`src/rtl/pwr_evt_pkg.sv`:
```
package pwr_evt_pkg;

   // register select codes on the bus
   localparam int unsigned REG_ADDR_W = 2;
   typedef enum logic [REG_ADDR_W-1:0] {
      SEL_FLAGS  = 2'd0,
      SEL_ENABLE = 2'd1,
      SEL_STATUS = 2'd2,
      SEL_NONE   = 2'd3
   } reg_sel_e;

   // count the bits that are 1 in a constant mask
   function automatic int unsigned pop_count(input logic [63:0] v);
      int unsigned n;
      n = 0;
      for (int i = 0; i < 64; i++) begin
         n += int'(v[i]);
      end
      return n;
   endfunction

endpackage

```
`src/rtl/pwr_evt_sync.sv`:
```
module pwr_evt_sync #(
   parameter int unsigned STAGES = 2
) (
   input  logic clk_i,
   input  logic rst_ni,
   input  logic d_i,
   output logic q_o
);
   generate
      if (STAGES < 2) begin : g_bad_stages
         $error("pwr_evt_sync: STAGES must be 2 or more");
      end
   endgenerate

   logic [STAGES-1:0] chain_q;

   generate
      for (genvar s = 0; s < STAGES; s++) begin : g_stage
         if (s == 0) begin : g_first
            always_ff @(posedge clk_i or negedge rst_ni) begin
               if (!rst_ni) chain_q[0] <= 1'b0;
               else         chain_q[0] <= d_i;
            end
         end else begin : g_next
            always_ff @(posedge clk_i or negedge rst_ni) begin
               if (!rst_ni) chain_q[s] <= 1'b0;
               else         chain_q[s] <= chain_q[s-1];
            end
         end
      end
   endgenerate

   assign q_o = chain_q[STAGES-1];
endmodule

```
`src/rtl/pwr_evt_edge.sv`:
```
module pwr_evt_edge (
   input  logic clk_i,
   input  logic rst_ni,
   input  logic lvl_i,
   output logic rise_o,
   output logic fall_o
);
   logic prev_q;

   always_ff @(posedge clk_i or negedge rst_ni) begin
      if (!rst_ni) prev_q <= 1'b0;
      else         prev_q <= lvl_i;
   end

   assign rise_o = lvl_i & ~prev_q;
   assign fall_o = ~lvl_i & prev_q;
endmodule

```
`src/rtl/pwr_evt_flags.sv`:
```
module pwr_evt_flags #(
   parameter int unsigned        WIDTH     = 8,
   parameter logic [WIDTH-1:0]   IMPL_MASK = '1
) (
   input  logic             clk_i,
   input  logic             rst_ni,
   input  logic [WIDTH-1:0] set_i,
   input  logic [WIDTH-1:0] clr_i,
   output logic [WIDTH-1:0] flag_o
);
   generate
      if (WIDTH < 1) begin : g_bad_width
         $error("pwr_evt_flags: WIDTH must be positive");
      end
   endgenerate

   generate
      for (genvar b = 0; b < WIDTH; b++) begin : g_bit
         logic bit_q;
         // set has priority over clear; unimplemented positions stay 0
         always_ff @(posedge clk_i or negedge rst_ni) begin
            if (!rst_ni) bit_q <= 1'b0;
            else         bit_q <= (set_i[b] | (bit_q & ~clr_i[b])) & IMPL_MASK[b];
         end
         assign flag_o[b] = bit_q;
      end
   endgenerate
endmodule

```
`src/rtl/pwr_evt_irq.sv`:
```
module pwr_evt_irq #(
   parameter int unsigned DATA_W      = 8,
   parameter int unsigned ADDR_W      = 2,
   parameter int unsigned SYNC_STAGES = 2,
   parameter int unsigned BIT_LOW     = 0,
   parameter int unsigned BIT_BSO     = 1,
   parameter int unsigned BIT_BAT     = 2,
   parameter int unsigned BIT_DELTA   = 3,
   parameter int unsigned BIT_PSM     = 6,
   parameter int unsigned BIT_RST     = 7,
   parameter int unsigned STAT_BIT    = 0
) (
   input  logic              clk_i,
   input  logic              rst_ni,
   input  logic              src_main_i,
   input  logic              evt_low_i,
   input  logic              evt_bat_i,
   input  logic              evt_delta_i,
   input  logic              evt_psm_i,
   input  logic [ADDR_W-1:0] bus_addr_i,
   input  logic              bus_wr_i,
   input  logic [DATA_W-1:0] bus_wdata_i,
   output logic [DATA_W-1:0] bus_rdata_o,
   output logic              irq_o
);
   import pwr_evt_pkg::*;

   localparam logic [DATA_W-1:0] ONE = DATA_W'(1);
   localparam logic [DATA_W-1:0] IMPL_MASK =
      (ONE << BIT_LOW) | (ONE << BIT_BSO) | (ONE << BIT_BAT) |
      (ONE << BIT_DELTA) | (ONE << BIT_PSM) | (ONE << BIT_RST);
   localparam logic [ADDR_W-1:0] A_FLAGS  = ADDR_W'(SEL_FLAGS);
   localparam logic [ADDR_W-1:0] A_ENABLE = ADDR_W'(SEL_ENABLE);
   localparam logic [ADDR_W-1:0] A_STATUS = ADDR_W'(SEL_STATUS);

   // elaboration-time parameter checks
   generate
      if (DATA_W < 1 || DATA_W > 64) begin : g_bad_dw
         $error("pwr_evt_irq: DATA_W out of range");
      end
      if (ADDR_W < REG_ADDR_W) begin : g_bad_aw
         $error("pwr_evt_irq: ADDR_W too small for the register map");
      end
      if (BIT_LOW >= DATA_W || BIT_BSO >= DATA_W || BIT_BAT >= DATA_W ||
          BIT_DELTA >= DATA_W || BIT_PSM >= DATA_W || BIT_RST >= DATA_W ||
          STAT_BIT >= DATA_W) begin : g_bad_pos
         $error("pwr_evt_irq: a bit position exceeds DATA_W");
      end
      if (pop_count(64'(IMPL_MASK)) != 6) begin : g_bad_dup
         $error("pwr_evt_irq: event bit positions must be distinct");
      end
   endgenerate

   // supply-source path
   logic src_sync;
   logic src_rise;
   logic src_fall;

   pwr_evt_sync #(.STAGES(SYNC_STAGES)) u_sync (
      .clk_i  (clk_i),
      .rst_ni (rst_ni),
      .d_i    (src_main_i),
      .q_o    (src_sync)
   );

   pwr_evt_edge u_edge (
      .clk_i  (clk_i),
      .rst_ni (rst_ni),
      .lvl_i  (src_sync),
      .rise_o (src_rise),
      .fall_o (src_fall)
   );

   // event vector in register layout
   logic [DATA_W-1:0] evt_vec;
   always_comb begin
      evt_vec            = '0;
      evt_vec[BIT_LOW]   = evt_low_i;
      evt_vec[BIT_BSO]   = src_fall;
      evt_vec[BIT_BAT]   = evt_bat_i;
      evt_vec[BIT_DELTA] = evt_delta_i;
      evt_vec[BIT_PSM]   = evt_psm_i;
      evt_vec[BIT_RST]   = src_rise;
   end

   // bus decode
   logic wr_flags;
   logic wr_enable;
   assign wr_flags  = bus_wr_i && (bus_addr_i == A_FLAGS);
   assign wr_enable = bus_wr_i && (bus_addr_i == A_ENABLE);

   logic [DATA_W-1:0] clr_vec;
   assign clr_vec = wr_flags ? ~bus_wdata_i : '0;

   logic [DATA_W-1:0] flag_q;
   pwr_evt_flags #(.WIDTH(DATA_W), .IMPL_MASK(IMPL_MASK)) u_flags (
      .clk_i  (clk_i),
      .rst_ni (rst_ni),
      .set_i  (evt_vec),
      .clr_i  (clr_vec),
      .flag_o (flag_q)
   );

   logic [DATA_W-1:0] en_q;
   always_ff @(posedge clk_i or negedge rst_ni) begin
      if (!rst_ni)        en_q <= '0;
      else if (wr_enable) en_q <= bus_wdata_i & IMPL_MASK;
   end

   // read mux
   always_comb begin
      bus_rdata_o = '0;
      case (bus_addr_i)
         A_FLAGS:  bus_rdata_o = flag_q;
         A_ENABLE: bus_rdata_o = en_q;
         A_STATUS: bus_rdata_o[STAT_BIT] = src_sync;
         default:  bus_rdata_o = '0;
      endcase
   end

   assign irq_o = |(flag_q & en_q);
endmodule

```
`config.mk`:
```
export PLATFORM = sky130hd
export DESIGN_NAME = pwr_evt_irq
export DESIGN_NICKNAME = d
export VERILOG_FILES = /design/src/rtl/pwr_evt_pkg.sv /design/src/rtl/pwr_evt_sync.sv /design/src/rtl/pwr_evt_edge.sv /design/src/rtl/pwr_evt_flags.sv /design/src/rtl/pwr_evt_irq.sv
export SDC_FILE = /design/constraint.sdc
export NUM_CORES = 1
export LEC_CHECK = 0
export BUFFER_PORTS_ARGS = -buffer_cell sky130_fd_sc_hd__buf_2
export CORE_ASPECT_RATIO = 0.75
export CORE_MARGIN = 10
export CORE_UTILIZATION = 49
export CTS_CLUSTER_SIZE = 30
export DETAILED_ROUTE_END_ITERATION = 6
export GPL_TIMING_DRIVEN = 0
export PLACE_DENSITY = 0.78
export REMOVE_ABC_BUFFERS = 1
export SLEW_MARGIN = 40
export SYNTH_ARGS = -nofsm -noshare
export SYNTH_HDL_FRONTEND = slang
export SYNTH_HIERARCHICAL = 1
export SYNTH_SLANG_ARGS = --single-unit
```
`constraint.sdc`:
```
create_clock -name clk_i -period 1.25 [get_ports clk_i]
set_input_delay 0.3125 -clock clk_i [delete_from_list [all_inputs] [get_ports clk_i]]
set_output_delay 0.3125 -clock clk_i [all_outputs]
set_load 0.01 [all_outputs]
```
# After elaboration in Yosys (flattened, before gate mapping)
# Index checks and enable logic that the tools add are counted.
dict set report word_totals {
  out_inout_bits 9
  input_bits 18
  ff_bits 15
}
dict set report classes {
  muxes 3
  eq_ne 2
  n_bitwise 24
  reduce_logical 4
}
# cell count
set ops {}
lappend ops {{case mux 7 bit (2 select lines)} 1}
lappend ops {{AND 1 bit} 8}
lappend ops {{AND 8 bit} 1}
lappend ops {{two-way mux 8 bit} 1}
lappend ops {{inverter 1 bit} 8}
lappend ops {{inverter 8 bit} 1}
lappend ops {{OR reduction 8 bit} 1}
lappend ops {{OR 1 bit} 6}
lappend ops {{case mux 1 bit (3 select lines)} 1}
lappend ops {{equality test 2 x 1 -> 1 bit, second input constant} 1}
lappend ops {{equality test 2 bit, second input constant} 1}
lappend ops {{logical AND 1 bit} 2}
lappend ops {{logical NOT 2 bit} 1}

# Longest topological paths before layout
# Gate-level depths: netlist of the first run.
dict set report depth {
  word_depth 6
  mapped_depth 5
  depth_no_buf 4
}

# Hierarchy
# The synthesis of the first run kept the hierarchy.
# module cells_per_inst seq_area_each_um2 area_per_inst_um2 n_inst
set by_module_without_submodules {}
lappend by_module_without_submodules {pwr_evt_irq 45 150.1 486.7 1}
lappend by_module_without_submodules {pwr_evt_flags 27 150.1 281.5 1}
lappend by_module_without_submodules {pwr_evt_sync 2 50.0 50.0 1}
lappend by_module_without_submodules {pwr_evt_edge 3 25.0 40.0 1}

# Least setup slack after synthesis of the first run
# OpenSTA, ideal clock, no wires.
dict set report synth_path {
  kind {input to register}
  from {in bus_addr_i[1]}
  to {reg u_flags.g_bit[7].bit_q}
  n_path_buf 1
  required_ps 1132
  setup_slack_ps 40
  arrival_time_ps 1092
  path_stages 5
  path_cell_list {or3b_1 -> buf_6 -> nor2_2 -> inv_1 -> a21o_1}
}
dict set report synth_between {
  elab_chain_cells 6
}
# element line_no
set synth_lines {}
lappend synth_lines {{start: declaration} pwr_evt_irq.sv:20} ;# input logic [ADDR_W-1:0] bus_addr_i,
lappend synth_lines {{logical NOT 2 bit} pwr_evt_irq.sv:89} ;# assign wr_flags = bus_wr_i && (bus_addr_i == A_FLAGS);
lappend synth_lines {{logical AND 1 bit} pwr_evt_irq.sv:89}
lappend synth_lines {{two-way mux 8 bit} pwr_evt_irq.sv:93} ;# assign clr_vec = wr_flags ? ~bus_wdata_i : '0;
lappend synth_lines {{named net clr_vec[7]} pwr_evt_irq.sv:92} ;# logic [DATA_W-1:0] clr_vec;
lappend synth_lines {{inverter 1 bit} pwr_evt_flags.sv:23} ;# else bit_q <= (set_i[b] | (bit_q & ~clr_i[b])) & IMPL_MASK[b];
lappend synth_lines {{AND 1 bit} pwr_evt_flags.sv:23}
lappend synth_lines {{OR 1 bit} pwr_evt_flags.sv:23}
lappend synth_lines {{end signal: assignment} pwr_evt_flags.sv:23}
lappend synth_lines {{end: declaration} pwr_evt_flags.sv:19} ;# logic bit_q;
# The timed path passes the listed nets, and every way through them passes these cells.
# A chain may end at the register's enable or synchronous reset.

# Final worst setup path of the first run
dict set report layout_path {
  from {reg en_q[7]}
  to {out irq_o}
}
dict set report layout_between {
  elab_chain_cells 2
}
# element line_no
set layout_lines {}
lappend layout_lines {{start: declaration} pwr_evt_irq.sv:104} ;# logic [DATA_W-1:0] en_q;
lappend layout_lines {{start signal: assignment} pwr_evt_irq.sv:107} ;# else if (wr_enable) en_q <= bus_wdata_i & IMPL_MASK;
lappend layout_lines {{AND 8 bit} pwr_evt_irq.sv:121} ;# assign irq_o = |(flag_q & en_q);
lappend layout_lines {{OR reduction 8 bit} pwr_evt_irq.sv:121}
lappend layout_lines {{end: declaration} pwr_evt_irq.sv:24} ;# output logic irq_o
# No other way between the ends.

==> results of run 1 <==
==> placed cells by master, fill, tap and decap left out, drive strengths merged <==
cell type    instances
buf                 26
dfrtp               15
nor2                11
mux2i                6
mux2                 6
inv                  6
a21o                 6
clkbuf               4
a22oi                3
nor3b                2
conb                 2
nand3b               2
o21ai                1
or3b                 1
nand3                1
dlygate4sd3          1
nor2b                1
and2b                1
==> where the power goes <==
part | internal (mW) | switching (mW) | total, mW | leakage [nW]
Sequential | 0.537 | 0.0480 | 0.585 | 0.162
Combinational | 0.156 | 0.106 | 0.262 | 0.296
Clock | 0.124 | 0.156 | 0.280 | 0.0150
Total | 0.817 | 0.310 | 1.13 | 0.473
==> state kept, by name, indices dropped and copies added, names as in the netlist <==
signal and cells:
u_edge/prev_q 1, en_q 6, u_sync/q_o 1, u_sync/chain_q 1
u_flags/g_bit.bit_q 6
==> path summary, 6_finish.rpt <==
path                                             start                                to  slack, ps  cells after the start
setup / recovery                   en_q[7]$_DFFE_PN0P_                             irq_o       -200                      3
max in group asynchronous                       rst_ni  u_flags/g_bit[0].bit_q$_DFF_PN0_        530                      2
setup reg to reg                   en_q[7]$_DFFE_PN0P_               en_q[7]$_DFFE_PN0P_        340                      2
hold reg to reg            u_sync/chain_q[0]$_DFF_PN0_              u_sync/q_o$_DFF_PN0_        360                      0
min in group asynchronous                       rst_ni  u_flags/g_bit[3].bit_q$_DFF_PN0_        460                      2
hold / removal                              src_main_i       u_sync/chain_q[0]$_DFF_PN0_        130                      1
==> per-stage QoR <==
step / cell area [µm²] / setup WS [ps]
floorplan: 755.7 / 19.54
global placement: 892.1 / -265.5
detailed placement: 892.1 / -275.6
CTS: 945.9 / -210.3
global route: 970.9 / -279.8
finish: 970.9 / -200.6
==> final cells by class <==
class,count,area [µm²],area share
Sequential cell,15,375.4,0.3866
Clock buffer,4,26.28,0.02706
Inverter,6,22.52,0.02320
Tap cell,21,26.28,0.02706
Timing Repair Buffer,27,150.1,0.1546
Multi-Input combinational cell,43,370.4,0.3814
==> what timing repair did <==
item,CTS,global route
hold endpoints to repair,15,0
gates resized for setup,3,1
setup endpoints to repair,7,8
pin swaps,0,1
gates cloned,0,0
buffers inserted,1,3
hold buffers,1,0
==> routing by layer <==
metal	wire length (µm)	global-route usage	up-vias
li1	-	-	277
met1	716	0.1047	269
met2	800	0.1358	17
met3	180	0.06024	2
met4	10	0.02564	0
met5	0	0	-
==> flow_metrics.tcl, run 1 <==
set metrics [dict create \
    drtPass1Iterations 3 \
    cts_buffers 3 \
    total_power_mw 1.128 \
    instances_no_fill 116 \
    cpPeakStageDelay_ps 420 \
    finalSetupViolCount 7 \
    post-place-cells 107 \
    grt_setup_unrepaired "yes" \
    powerDensity_nw_per_um2 1161 \
    fillers 135 \
    rows 12 \
    peakVddDrop_uv 731.0 \
    die_y_um 55.90 \
    initial_core_util 0.5445 \
    cts_tree "yes" \
    path_max_fanout 3 \
    clockBufferDepth 2 \
    grt_pass1_wl_um 2670 \
    layout-drive-gt1-share 0.4842 \
    diodes 0 \
    max_cap_viol_count 0 \
    worstSkewPairLatency_ps 280 \
    drtAntennaViolNets 0 \
    root_buffer "clkbuf_4" \
    via_per_inst 4.871 \
    hold_slack_ps 132.8 \
    cp_top_family "flip-flops" \
    area_growth_syn_to_layout_pct 15.30 \
    drt_iter0_drc 3 \
    fin_crit_sh 1.160 \
    synth_area_um2 842.1 \
    start_kind "flip-flop" \
    io_pins 27 \
    clk_pin_slew_ps 90 \
    yosysWarningCount 6 \
    path_cells "a22oi_2 > nand3_1 > buf_2" \
    grt_overflow 0 \
    gp_congestion 0.7624 \
    grtUsageTotal 0.09159 \
    hold_class "input pin to flip-flop" \
    power_leakage_nw 0.4733 \
    fin_nets 114 \
    drc 0 \
    port_buffers 22 \
    status "finished with violations" \
    htree_levels 1 \
    dieArea_um2 3794 \
    slew_viol_final 0 \
    routed_wl_um 1708 \
    finalHoldViolCount 0 \
    fin_crit_ps 1451 \
    crit_slowest_cell "dfrtp_1" \
    end_kind "primary output" \
    dp_hpwl_um 1280 \
    cts_sinks 15 \
    finish.utilization 0.6278 \
    setup_tns_ps -805.2 \
    cp.required_ps 940 \
    grt_max_degree 16 \
    grt_pass1_vias 575 \
    netlist_instances 74 \
    critical_path_buf_inv_count 1 \
    skew_ps 5.457 \
    core_um2 1546 \
    die_w_um 67.87 \
    antenna_found_initial 0 \
    wl_per_cell_um 14.72 \
    dr_total_vias 565 \
    syn_avg_cell_area_um2 11.38 \
    worstPathArrival_ps 1140 \
    setup_slack_ps -200.6 \
    path_class "flip-flop to primary output" \
    violations "setup timing" \
    max_clock_freq_mhz 689.4 \
]
(Power assumes the default switching activity.)
==> run 2: changes to the inputs <==
--- a/config.mk
+++ b/config.mk
@@ -7,13 +7,13 @@
 export LEC_CHECK = 0
 export BUFFER_PORTS_ARGS = -buffer_cell sky130_fd_sc_hd__buf_2
 export CORE_ASPECT_RATIO = 0.75
-export CORE_MARGIN = 10
-export CORE_UTILIZATION = 49
+export CORE_UTILIZATION = 25
 export CTS_CLUSTER_SIZE = 30
 export DETAILED_ROUTE_END_ITERATION = 6
 export GPL_TIMING_DRIVEN = 0
-export PLACE_DENSITY = 0.78
+export PLACE_DENSITY = 0.46
 export REMOVE_ABC_BUFFERS = 1
+export SKIP_LAST_GASP = 1
 export SLEW_MARGIN = 40
 export SYNTH_ARGS = -nofsm -noshare
 export SYNTH_HDL_FRONTEND = slang
==> run 2 against run 1 <==
Net effect:
- the run still ends with setup timing left
- worst setup slack better by 52 ps
- sequential power barely moved
- sequential share of layout area decreased by 2.2 points
- clock skew is 4.8 ps lower
- routed wire length fell by 5.2%
- sequential cell count unchanged
- hold slack improved by 42 ps
- critical path depth stayed put
- clock power increased by 38%
- largest power group unchanged
- highest routed layer unchanged
==> flow_metrics.tcl, run 2 (synthesis results as in run 1) <==
set metrics [dict create \
    status "finished with violations" \
    violations "setup timing" \
    gp_congestion 0.7220 \
    grt_pass1_wl_um 2787 \
    path_class "flip-flop to primary output" \
    routed_wl_um 1620 \
    via_per_inst 4.193 \
    fin_nets 116 \
    worstPathArrival_ps 1090 \
    area_growth_syn_to_layout_pct 22.14 \
    skew_ps 0.6234 \
    fin_crit_sh 1.119 \
    p_clk_frac 0.309 \
    slew_viol_final 0 \
    io_pins 27 \
    core_um2 3063 \
    drtPass1Iterations 4 \
    peakVddDrop_uv 545.8 \
    combPwrFrac 0.224 \
    drt_iter0_drc 21 \
    grt_overflow 0 \
    dp_hpwl_um 1218 \
    finalSetupViolCount 7 \
    port_buffers 22 \
    worstSkewPairLatency_ps 250 \
    finish.utilization 0.3358 \
    fin_crit_ps 1398 \
    rows 17 \
    end_kind "primary output" \
    finalHoldViolCount 0 \
    p_sw_mw 0.3147 \
    clockBufferDepth 2 \
    antenna_found_initial 0 \
    final_common_cell "buf_2" \
    die_y_um 52.26 \
    power_frac_seq 0.468 \
    grtUsageTotal 0.1030 \
    start_kind "flip-flop" \
    drc 0 \
    htree_levels 1 \
    diodes 0 \
    hold_class "input pin to flip-flop" \
    switching_share 0.2517 \
    clk_pin_slew_ps 60 \
    final_cell_mix "21 x buf_2, 15 x dfrtp_1, 7 x buf_4" \
    powerDensity_nw_per_um2 1216 \
    setup_slack_ps -148.2 \
    layout-drive-gt1-share 0.4948 \
    path_max_fanout 3 \
    dr_total_vias 566 \
    die_w_um 69.02 \
    cts_buffers 3 \
    wl_per_cell_um 12.00 \
    reg.largest.list "en_q (6), u_flags/g_bit.bit_q (6)" \
    root_buffer "clkbuf_8" \
    cts_sinks 15 \
    total_power_mw 1.250 \
    initial_core_util 0.2749 \
    dieArea_um2 3607 \
    cp.required_ps 940 \
    fillers 340 \
    use_met3 0.03846 \
    grt_pass1_vias 572 \
    grt_setup_unrepaired "yes" \
    power_leakage_nw 0.4916 \
    max_cap_viol_count 0 \
    intPower_mw 0.9355 \
    gr-usage-met2 0.1602 \
    max_clock_freq_mhz 715.2 \
    cts_tree "yes" \
    grt_max_degree 16 \
    top_usage_layer "met2" \
    met1_usage 0.1300 \
    drtAntennaViolNets 0 \
]
==> run 2: cell count changes in the layout (fill, tap and decap cells not counted), sizes merged <==
cell,delta
buf,+2
==> run 2: metal layers <==
metal / vias to the layer above / share of wire
met2: 20 / 0.44
met5: - / 0
met3: 3 / 0.076
met1: 262 / 0.47
li1: 281 / -
met4: 0 / 0.0099
==> run 2: repair_timing <==
item | 4_1_cts | 5_1_grt
endpoints found under the setup margin | 13 | 7
hold endpoints to repair | 15 | 0
buffers inserted | 2 | 4
hold buffers | 1 | 0
pin swaps | 1 | 1
resized for setup | 4 | 1
gates cloned | 0 | 0
==> run 2: power by group through the flow <==
stage               Combinational (mW)  Clock (mW)  Sequential, mW
floorplan                        0.144           0           0.576
CTS                              0.260       0.408           0.582
finish                           0.280       0.386           0.585
global route                     0.309       0.426           0.592
global placement                 0.227           0           0.587
detailed placement               0.232           0           0.589
==> run 2: stage by stage <==
step,hold slack [ps],setup WS [ps],instances,setup TNS (ps),instance area [µm²]
after floorplan,16.91,19.54,64,0,755.7
after global placement,238.3,-290.8,124,-2054,913.4
after detailed placement,247.7,-314.0,124,-2335,913.4
after CTS,173.3,-170.1,131,-537.5,993.5
after global routing,165.1,-209.5,135,-887.4,1028
final,174.8,-148.2,135,-428.6,1028
==> run 2: final timing paths <==
check | from | endpoint | slack, ps | cells after the start
max in group asynchronous | rst_ni | u_edge/prev_q$_DFF_PN0_ | 480 | 2
min in group asynchronous | rst_ni | u_sync/q_o$_DFF_PN0_ | 510 | 2
setup reg to reg | en_q[6]$_DFFE_PN0P_ | en_q[6]$_DFFE_PN0P_ | 250 | 3
hold reg to reg | u_sync/chain_q[0]$_DFF_PN0_ | u_sync/q_o$_DFF_PN0_ | 370 | 0
hold / removal | src_main_i | u_sync/chain_q[0]$_DFF_PN0_ | 170 | 1
setup / recovery | en_q[7]$_DFFE_PN0P_ | irq_o | -150 | 3
==> run 2: final cells by class <==
class,count,area [µm²],share of cell area
clock buffers,4,45.04,0.04380
inverters,6,22.52,0.02190
multi-input cells,43,370.4,0.3601
flip-flops and latches,15,375.4,0.3650
well taps,38,47.55,0.04623
repair buffers,29,167.7,0.1630
==> run 2: critical path: stages, from the launching register on <==
cell,delay [ps]
dfrtp_1,400
a22oi_2,200
nand3_1,90
buf_2,150
